[src/rtl/rcc_pkg.sv]
package rcc_pkg;

   localparam int unsigned NUM_SRC = 5;

   typedef enum logic [2:0] {
      SRC_POR = 3'd0,
      SRC_EXT = 3'd1,
      SRC_BOD = 3'd2,
      SRC_WDT = 3'd3,
      SRC_DBG = 3'd4
   } src_e;

   typedef logic [NUM_SRC-1:0] cause_t;

   function automatic cause_t cause_bit(src_e s);
      return cause_t'(1) << s;
   endfunction

endpackage

[src/rtl/rcc_sync.sv]
module rcc_sync #(
   parameter int unsigned WIDTH  = 1,
   parameter int unsigned STAGES = 2
) (
   input  logic             clk_i,
   input  logic             rst_i,
   input  logic [WIDTH-1:0] d_i,
   output logic [WIDTH-1:0] q_o
);

   if (STAGES < 2) begin : g_bad_stages
      $error("rcc_sync: STAGES must be at least 2");
   end
   if (WIDTH < 1) begin : g_bad_width
      $error("rcc_sync: WIDTH must be at least 1");
   end

   logic [WIDTH-1:0] chain [STAGES];

   for (genvar s = 0; s < STAGES; s++) begin : g_stage
      if (s == 0) begin : g_first
         always_ff @(posedge clk_i or posedge rst_i) begin
            if (rst_i) chain[s] <= '0;
            else       chain[s] <= d_i;
         end
      end else begin : g_next
         always_ff @(posedge clk_i or posedge rst_i) begin
            if (rst_i) chain[s] <= '0;
            else       chain[s] <= chain[s-1];
         end
      end
   end

   assign q_o = chain[STAGES-1];

endmodule

[src/rtl/rcc_min_width.sv]
module rcc_min_width #(
   parameter int unsigned MIN_CYC = 75,
   parameter bit          STRICT  = 1'b0
) (
   input  logic clk_i,
   input  logic rst_i,
   input  logic in_i,
   output logic out_o
);

   if (MIN_CYC < 1) begin : g_bad_min
      $error("rcc_min_width: MIN_CYC must be at least 1");
   end

   localparam int unsigned THR = STRICT ? MIN_CYC + 1 : MIN_CYC;
   localparam int unsigned CW  = $clog2(THR + 1);

   logic [CW-1:0] cnt_q;
   logic          out_q;

   always_ff @(posedge clk_i or posedge rst_i) begin
      if (rst_i) begin
         cnt_q <= '0;
         out_q <= 1'b0;
      end else if (!in_i) begin
         cnt_q <= '0;
         out_q <= 1'b0;
      end else if (!out_q) begin
         if (cnt_q == CW'(THR - 1)) out_q <= 1'b1;
         else                       cnt_q <= cnt_q + 1'b1;
      end
   end

   assign out_o = out_q;

   // a qualified output needs the input present on the previous edge
   p_filter_qual_r2: assert property (@(posedge clk_i) disable iff (rst_i)
      out_q |-> $past(in_i));

   // losing the input drops the qualified request on the next edge
   p_filter_drop_r3: assert property (@(posedge clk_i) disable iff (rst_i)
      !in_i |=> !out_q);

endmodule

[src/rtl/rcc_stretch.sv]
module rcc_stretch #(
   parameter int unsigned DLY_SHORT = 4100,
   parameter int unsigned DLY_LONG  = 65000
) (
   input  logic clk_i,
   input  logic rst_i,
   input  logic req_i,
   input  logic tick_i,
   input  logic sel_long_i,
   output logic rst_o
);

   if (DLY_SHORT < 1 || DLY_LONG < DLY_SHORT) begin : g_bad_dly
      $error("rcc_stretch: need 1 <= DLY_SHORT <= DLY_LONG");
   end

   localparam int unsigned CW = $clog2(DLY_LONG + 1);

   logic [CW-1:0] cnt_q;
   logic [CW-1:0] lim;
   logic          hold_q;

   assign lim = sel_long_i ? CW'(DLY_LONG - 1) : CW'(DLY_SHORT - 1);

   always_ff @(posedge clk_i or posedge rst_i) begin
      if (rst_i) begin
         hold_q <= 1'b1;
         cnt_q  <= '0;
      end else if (req_i) begin
         hold_q <= 1'b1;
         cnt_q  <= '0;
      end else if (hold_q && tick_i) begin
         if (cnt_q >= lim) begin
            hold_q <= 1'b0;
            cnt_q  <= '0;
         end else begin
            cnt_q <= cnt_q + 1'b1;
         end
      end
   end

   assign rst_o = rst_i | req_i | hold_q;

   // release happens only on a tick edge with no request pending
   p_release_on_tick_r5: assert property (@(posedge clk_i) disable iff (rst_i)
      $fell(hold_q) |-> ($past(tick_i) && !$past(req_i)));

   // any request rearms the hold for the next cycle
   p_retrigger_r6: assert property (@(posedge clk_i) disable iff (rst_i)
      req_i |=> hold_q);

endmodule

[src/rtl/rcc_cause_reg.sv]
module rcc_cause_reg
   import rcc_pkg::*;
(
   input  logic   clk_i,
   input  logic   rst_i,
   input  cause_t set_i,
   input  logic   wr_en_i,
   input  cause_t wr_data_i,
   output cause_t flags_o
);

   cause_t flags_q;
   cause_t keep_mask;

   assign keep_mask = wr_en_i ? wr_data_i : '1;

   always_ff @(posedge clk_i or posedge rst_i) begin
      if (rst_i) flags_q <= cause_bit(SRC_POR);
      else       flags_q <= (flags_q & keep_mask) | set_i;
   end

   assign flags_o = flags_q;

   // a source active in a cycle always leaves its flag set
   p_set_wins_r10: assert property (@(posedge clk_i) disable iff (rst_i)
      (set_i != '0) |=> ((flags_q & $past(set_i)) == $past(set_i)));

   // a write with no concurrent source leaves only written-1 bits
   p_clear_r9: assert property (@(posedge clk_i) disable iff (rst_i)
      (wr_en_i && set_i == '0) |=> ((flags_q & ~$past(wr_data_i)) == '0));

   // with no write and no source the flags are sticky
   p_sticky_r8: assert property (@(posedge clk_i) disable iff (rst_i)
      (!wr_en_i && set_i == '0) |=> $stable(flags_q));

endmodule

[src/rtl/reset_cause_ctrl.sv]
module reset_cause_ctrl
   import rcc_pkg::*;
#(
   parameter int unsigned EXT_MIN_CYC = 75,
   parameter int unsigned BOD_MIN_CYC = 100,
   parameter int unsigned DLY_SHORT   = 4100,
   parameter int unsigned DLY_LONG    = 65000,
   parameter int unsigned SYNC_STAGES = 2
) (
   input  logic       clk_i,
   input  logic       por_i,
   input  logic       ext_rst_n_i,
   input  logic       wdt_expire_i,
   input  logic       bod_low_i,
   input  logic       dbg_rst_i,
   input  logic       bod_en_i,
   input  logic       tick_i,
   input  logic       dly_long_i,
   input  logic       wr_en_i,
   input  logic [4:0] wr_data_i,
   output logic       sys_rst_o,
   output logic [4:0] cause_o
);

   if (NUM_SRC != 5) begin : g_bad_src
      $error("reset_cause_ctrl: port widths assume five sources");
   end

   localparam int unsigned NUM_ASYNC = NUM_SRC - 1;

   logic [NUM_ASYNC-1:0] raw_req;
   logic [NUM_ASYNC-1:0] sync_req;
   cause_t               qual_req;
   logic                 any_req;

   // index i of raw_req belongs to source i+1
   assign raw_req[SRC_EXT-1] = ~ext_rst_n_i;
   assign raw_req[SRC_BOD-1] = bod_low_i & bod_en_i;
   assign raw_req[SRC_WDT-1] = wdt_expire_i;
   assign raw_req[SRC_DBG-1] = dbg_rst_i;

   rcc_sync #(
      .WIDTH  (NUM_ASYNC),
      .STAGES (SYNC_STAGES)
   ) u_sync (
      .clk_i (clk_i),
      .rst_i (por_i),
      .d_i   (raw_req),
      .q_o   (sync_req)
   );

   assign qual_req[SRC_POR] = 1'b0;

   for (genvar i = 1; i < NUM_SRC; i++) begin : g_src
      if (i == SRC_EXT) begin : g_pin_filter
         rcc_min_width #(
            .MIN_CYC (EXT_MIN_CYC),
            .STRICT  (1'b0)
         ) u_flt (
            .clk_i (clk_i),
            .rst_i (por_i),
            .in_i  (sync_req[i-1]),
            .out_o (qual_req[i])
         );
      end else if (i == SRC_BOD) begin : g_bod_filter
         rcc_min_width #(
            .MIN_CYC (BOD_MIN_CYC),
            .STRICT  (1'b1)
         ) u_flt (
            .clk_i (clk_i),
            .rst_i (por_i),
            .in_i  (sync_req[i-1]),
            .out_o (qual_req[i])
         );
      end else begin : g_direct
         assign qual_req[i] = sync_req[i-1];
      end
   end

   assign any_req = |qual_req;

   rcc_stretch #(
      .DLY_SHORT (DLY_SHORT),
      .DLY_LONG  (DLY_LONG)
   ) u_stretch (
      .clk_i      (clk_i),
      .rst_i      (por_i),
      .req_i      (any_req),
      .tick_i     (tick_i),
      .sel_long_i (dly_long_i),
      .rst_o      (sys_rst_o)
   );

   rcc_cause_reg u_cause (
      .clk_i     (clk_i),
      .rst_i     (por_i),
      .set_i     (qual_req),
      .wr_en_i   (wr_en_i),
      .wr_data_i (wr_data_i),
      .flags_o   (cause_o)
   );

   // a qualified request from any source shows in the system reset
   p_any_source_r1: assert property (@(posedge clk_i) disable iff (por_i)
      any_req |-> sys_rst_o);

   // the power-on flag is never raised again outside power-on
   p_por_flag_r7: assert property (@(posedge clk_i) disable iff (por_i)
      !cause_o[SRC_POR] |=> !cause_o[SRC_POR]);

endmodule

[config.mk]
export PLATFORM = sky130hd
export DESIGN_NAME = reset_cause_ctrl
export DESIGN_NICKNAME = d
export VERILOG_FILES = /design/src/rtl/rcc_pkg.sv /design/src/rtl/rcc_sync.sv /design/src/rtl/rcc_min_width.sv /design/src/rtl/rcc_stretch.sv /design/src/rtl/rcc_cause_reg.sv /design/src/rtl/reset_cause_ctrl.sv
export SDC_FILE = /design/constraint.sdc
export NUM_CORES = 1
export LEC_CHECK = 0
export BUFFER_PORTS_ARGS = -buffer_cell sky130_fd_sc_hd__buf_2
export CAP_MARGIN = 20
export CORE_MARGIN = 2
export CORE_UTILIZATION = 59
export DETAILED_ROUTE_END_ITERATION = 12
export GPL_ROUTABILITY_DRIVEN = 1
export MAX_ROUTING_LAYER = met4
export PLACE_DENSITY = 0.81
export RECOVER_POWER = 25
export SETUP_SLACK_MARGIN = 0.02
export SYNTH_ARGS = -nofsm -noshare
export SYNTH_HDL_FRONTEND = slang
export SYNTH_HIERARCHICAL = 1
export SYNTH_SLANG_ARGS = --single-unit
[constraint.sdc]
create_clock -name clk_i -period 2.6 [get_ports clk_i]
set_input_delay 0 -clock clk_i [delete_from_list [all_inputs] [get_ports clk_i]]
set_output_delay 0 -clock clk_i [all_outputs]
set_load 0.01 [all_outputs]
==> impl_metrics.toml <==
[cells_and_area]
fillers = 282
nets = 292
design_area_um2 = 2810
final_common_cell = "dfrtp_1"
final_layout_size_suffix_gt1_share_pct = 20.9
final_cell_mix = "44 x dfrtp_1, 20 x nand2_1, 19 x buf_2, 16 x inv_1, 15 x ha_1"
antennaDiodeCount = 0
syn2layout_area_growth_pct = 12.1

[route]
ant_nets = 0
num_vias = 1717
wl_met1_um = 2130
highest_layer = "met4"
drc = 0
wl_per_cell_um = 14.9
drt_iter0_drc = 85
viasPerCell = 5.49
wirelength_um = 4670
wl_met2_um = 2340
met3WireLength_um = 140
drtPass1Iterations = 4

[timing]
final_max_slew_viol_count = 0
fin_setup_tns_ps = 0
fin_crit_sh_pct = 79.5
clock.fmax_mhz = 484
setup_violations = 0
tightest_slew_ps = 702
post-route-min-period_ps = 2070
hold_viol = 0
skew_ps = 8.01
grt_setup_unrepaired = "false"
relSlewSlack_pct = 53.2

[setup_path]
path_class = "reg -> reg"
start_kind = "flip-flop"
timing.rr.end = "u_stretch/cnt_q[11]"
crit_fanout = 13
r2r_slack_ps = 530
cp_slowest_cell = "or4_1"
end_kind = "flip-flop"
cp_cell_sequence = "or4_1 -> a21oi_4 -> nor4b_4 -> nand4_1 -> xor2_1 -> nor2_2"
reg2reg_depth = 6
cp.arrival_ps = 2240
critical_path.max_stage_delay_ps = 640
timing.rr.start = "g_src[2].g_bod_filter.u_flt/out_o"
crit_required_ps = 2780

[clocking]
htree_levels = 2
cts_tree = "done"
ctsHoldBuffers = 10
clock-sinks = 46
clk_latency_ps = 300
cts_resized = 0
clk_pin_slew_worst_paths_ps = 80
clk_path_buf_depth = 2
cts_buffers = 5
cts_root_buffer = "clkbuf_8"
post_cts_buffers = 0

[logic_synthesis]
synth_cell_types = 53
syn_nets = 262
yosysWarnings = 6
synth_edf_count = 0
synth_area_leaders = "dfrtp_1 44%, ha_1 7.5%, xor2_1 3.8%"
yosysSeqAreaShare_pct = 46.0
synthArstFlopShare_pct = 100
synth_area_per_cell_um2 = 10.8
yosys.area.top_type = "dfrtp_1"
synth_area_um2 = 2510
synthCells = 232
synth_seq_cells = 46
synth_top_area_share_pct = 43.9
ys.flop_type = "dfrtp_1"

[global_routing]
antenna_found_initial = 0
grt_pass1_vias = 1765
grt_pass1_wl_um = 8160
grt_max_degree = 19
grtUsageTotal_pct = 21.9
grt_overflow_total = 0

[die]
ios = 21
die_y_um = 69.2
rows = 23
start_util_pct = 61.8
die_area_um2 = 4790
coreArea_um2 = 4060
dieWidth_um = 69.2

[hold_path]
hold_path_end = "u_cause/flags_o[0]"
min_path_cells = 3
min_from = "wr_data_i[0]"
hold_class = "in -> reg"

[placed_design]
place.gp.congestion = 0.809
io_buffer_count = 20
dp_hpwl_um = 3340
dpl-instance-area_um2 = 2600

[job]
drv_cap = 0

[status]
outcome = "completed"

[power_and_ir_drop]
leakage_uw = 0.00128
p_per_area_nw_per_um2 = 489
peakVddDrop_uv = 384
## metal layers
metal | global-route usage (%) | up-vias
li1 | - | 866
met3 | 4.80 | 6
met2 | 34.7 | 26
met5 | - | -
met4 | 6.54 | 0
met1 | 28.5 | 819
## final cells by class
class                      instances  area, um^2  share of cell area, %
multi-input combinational        163        1220                   43.6
clock buffer                       8         110                   3.92
sequential                        46        1150                   41.1
tap                               50        62.6                   2.23
timing repair buffer              30         199                   7.08
inverter                          16        60.1                   2.14
## cells in the mapped netlist (3+ instances only)
| master | number |
|---|---|
| buf_4 | 4 |
| nor2_2 | 11 |
| and2_1 | 3 |
| nor2_1 | 8 |
| nand2b_1 | 9 |
| or3_1 | 4 |
| a21oi_1 | 6 |
| a31oi_1 | 3 |
| a21o_1 | 7 |
| o21ai_1 | 3 |
| nand3_1 | 9 |
| nand2_1 | 20 |
| xnor2_1 | 5 |
| inv_1 | 16 |
| xor2_1 | 11 |
| nand4_1 | 5 |
| nand4b_1 | 5 |
| dfrtp_1 | 44 |
| ha_1 | 15 |
| o21ai_0 | 4 |
## sequential cells by signal, indices dropped and copies added (netlist names)
name / count
u_cause/flags_o: 5
g_src.g_pin_filter.u_flt/cnt_q: 7
u_sync/q_o: 4
u_stretch/cnt_q: 16
g_src.g_bod_filter.u_flt/cnt_q: 7
u_sync/chain: 4
u_stretch/hold_q: 1
g_src.g_bod_filter.u_flt/out_o: 1
g_src.g_pin_filter.u_flt/out_o: 1
## cell families (layout without fill, tap and decap cells)
group / Yosys count / after routing / synth area share [%]
and+or+nand+nor: 87 / 87 / 21.7
DFF: 46 / 46 / 46.0
AOI/OAI and AO/OA: 42 / 42 / 13.1
buffers and inverters: 23 / 54 / 5.14
xor gates and xnor gates: 16 / 16 / 5.59
adders and majority gates: 15 / 15 / 7.49
muxes: 2 / 2 / 0.799
other: 1 / 1 / 0.150
## report_power, final
group	internal [uW]	leakage, uW	switching, uW
Clock	268	0.0000575	233
Combinational	48.9	0.000617	66.3
Sequential	736	0.000606	20.2
Total	1050	0.00128	319
## through the flow
step                      std cells  setup WS (ps)  util, %  hold slack (ps)  power, uW
final                           313            533     69.2             8.06       1370
after global routing            313            377     69.2             17.2       1430
after CTS                       313            525     69.3             1.64       1380
after detailed placement        295            539     64.1            -41.7        874
after global placement          295            582     64.1            -42.0        870
after floorplan                 232            674        -             -222        846
## critical path: cells and delay by family (launching register included)
family                    cells  cell delay [ps]
and+or+nand+nor               4              920
DFF                           1              510
AOI/OAI and AO/OA             1              340
xor gates and xnor gates      1              180
## worst max-delay path by stage
stage | from | cells past startpoint | end | slack, ps
after floorplan | u_sync/q_o[3] | 7 | u_stretch/cnt_q[11] | 670
after global placement | g_src[2].g_bod_filter.u_flt/out_o | 6 | u_stretch/cnt_q[13] | 580
after detailed placement | g_src[2].g_bod_filter.u_flt/out_o | 6 | u_stretch/cnt_q[13] | 540
after CTS | g_src[2].g_bod_filter.u_flt/out_o | 6 | u_stretch/cnt_q[15] | 520
after global routing | g_src[2].g_bod_filter.u_flt/out_o | 6 | u_stretch/cnt_q[10] | 380
final | g_src[2].g_bod_filter.u_flt/out_o | 6 | u_stretch/cnt_q[11] | 530
No activity file was read; power rests on OpenSTA's default activity.
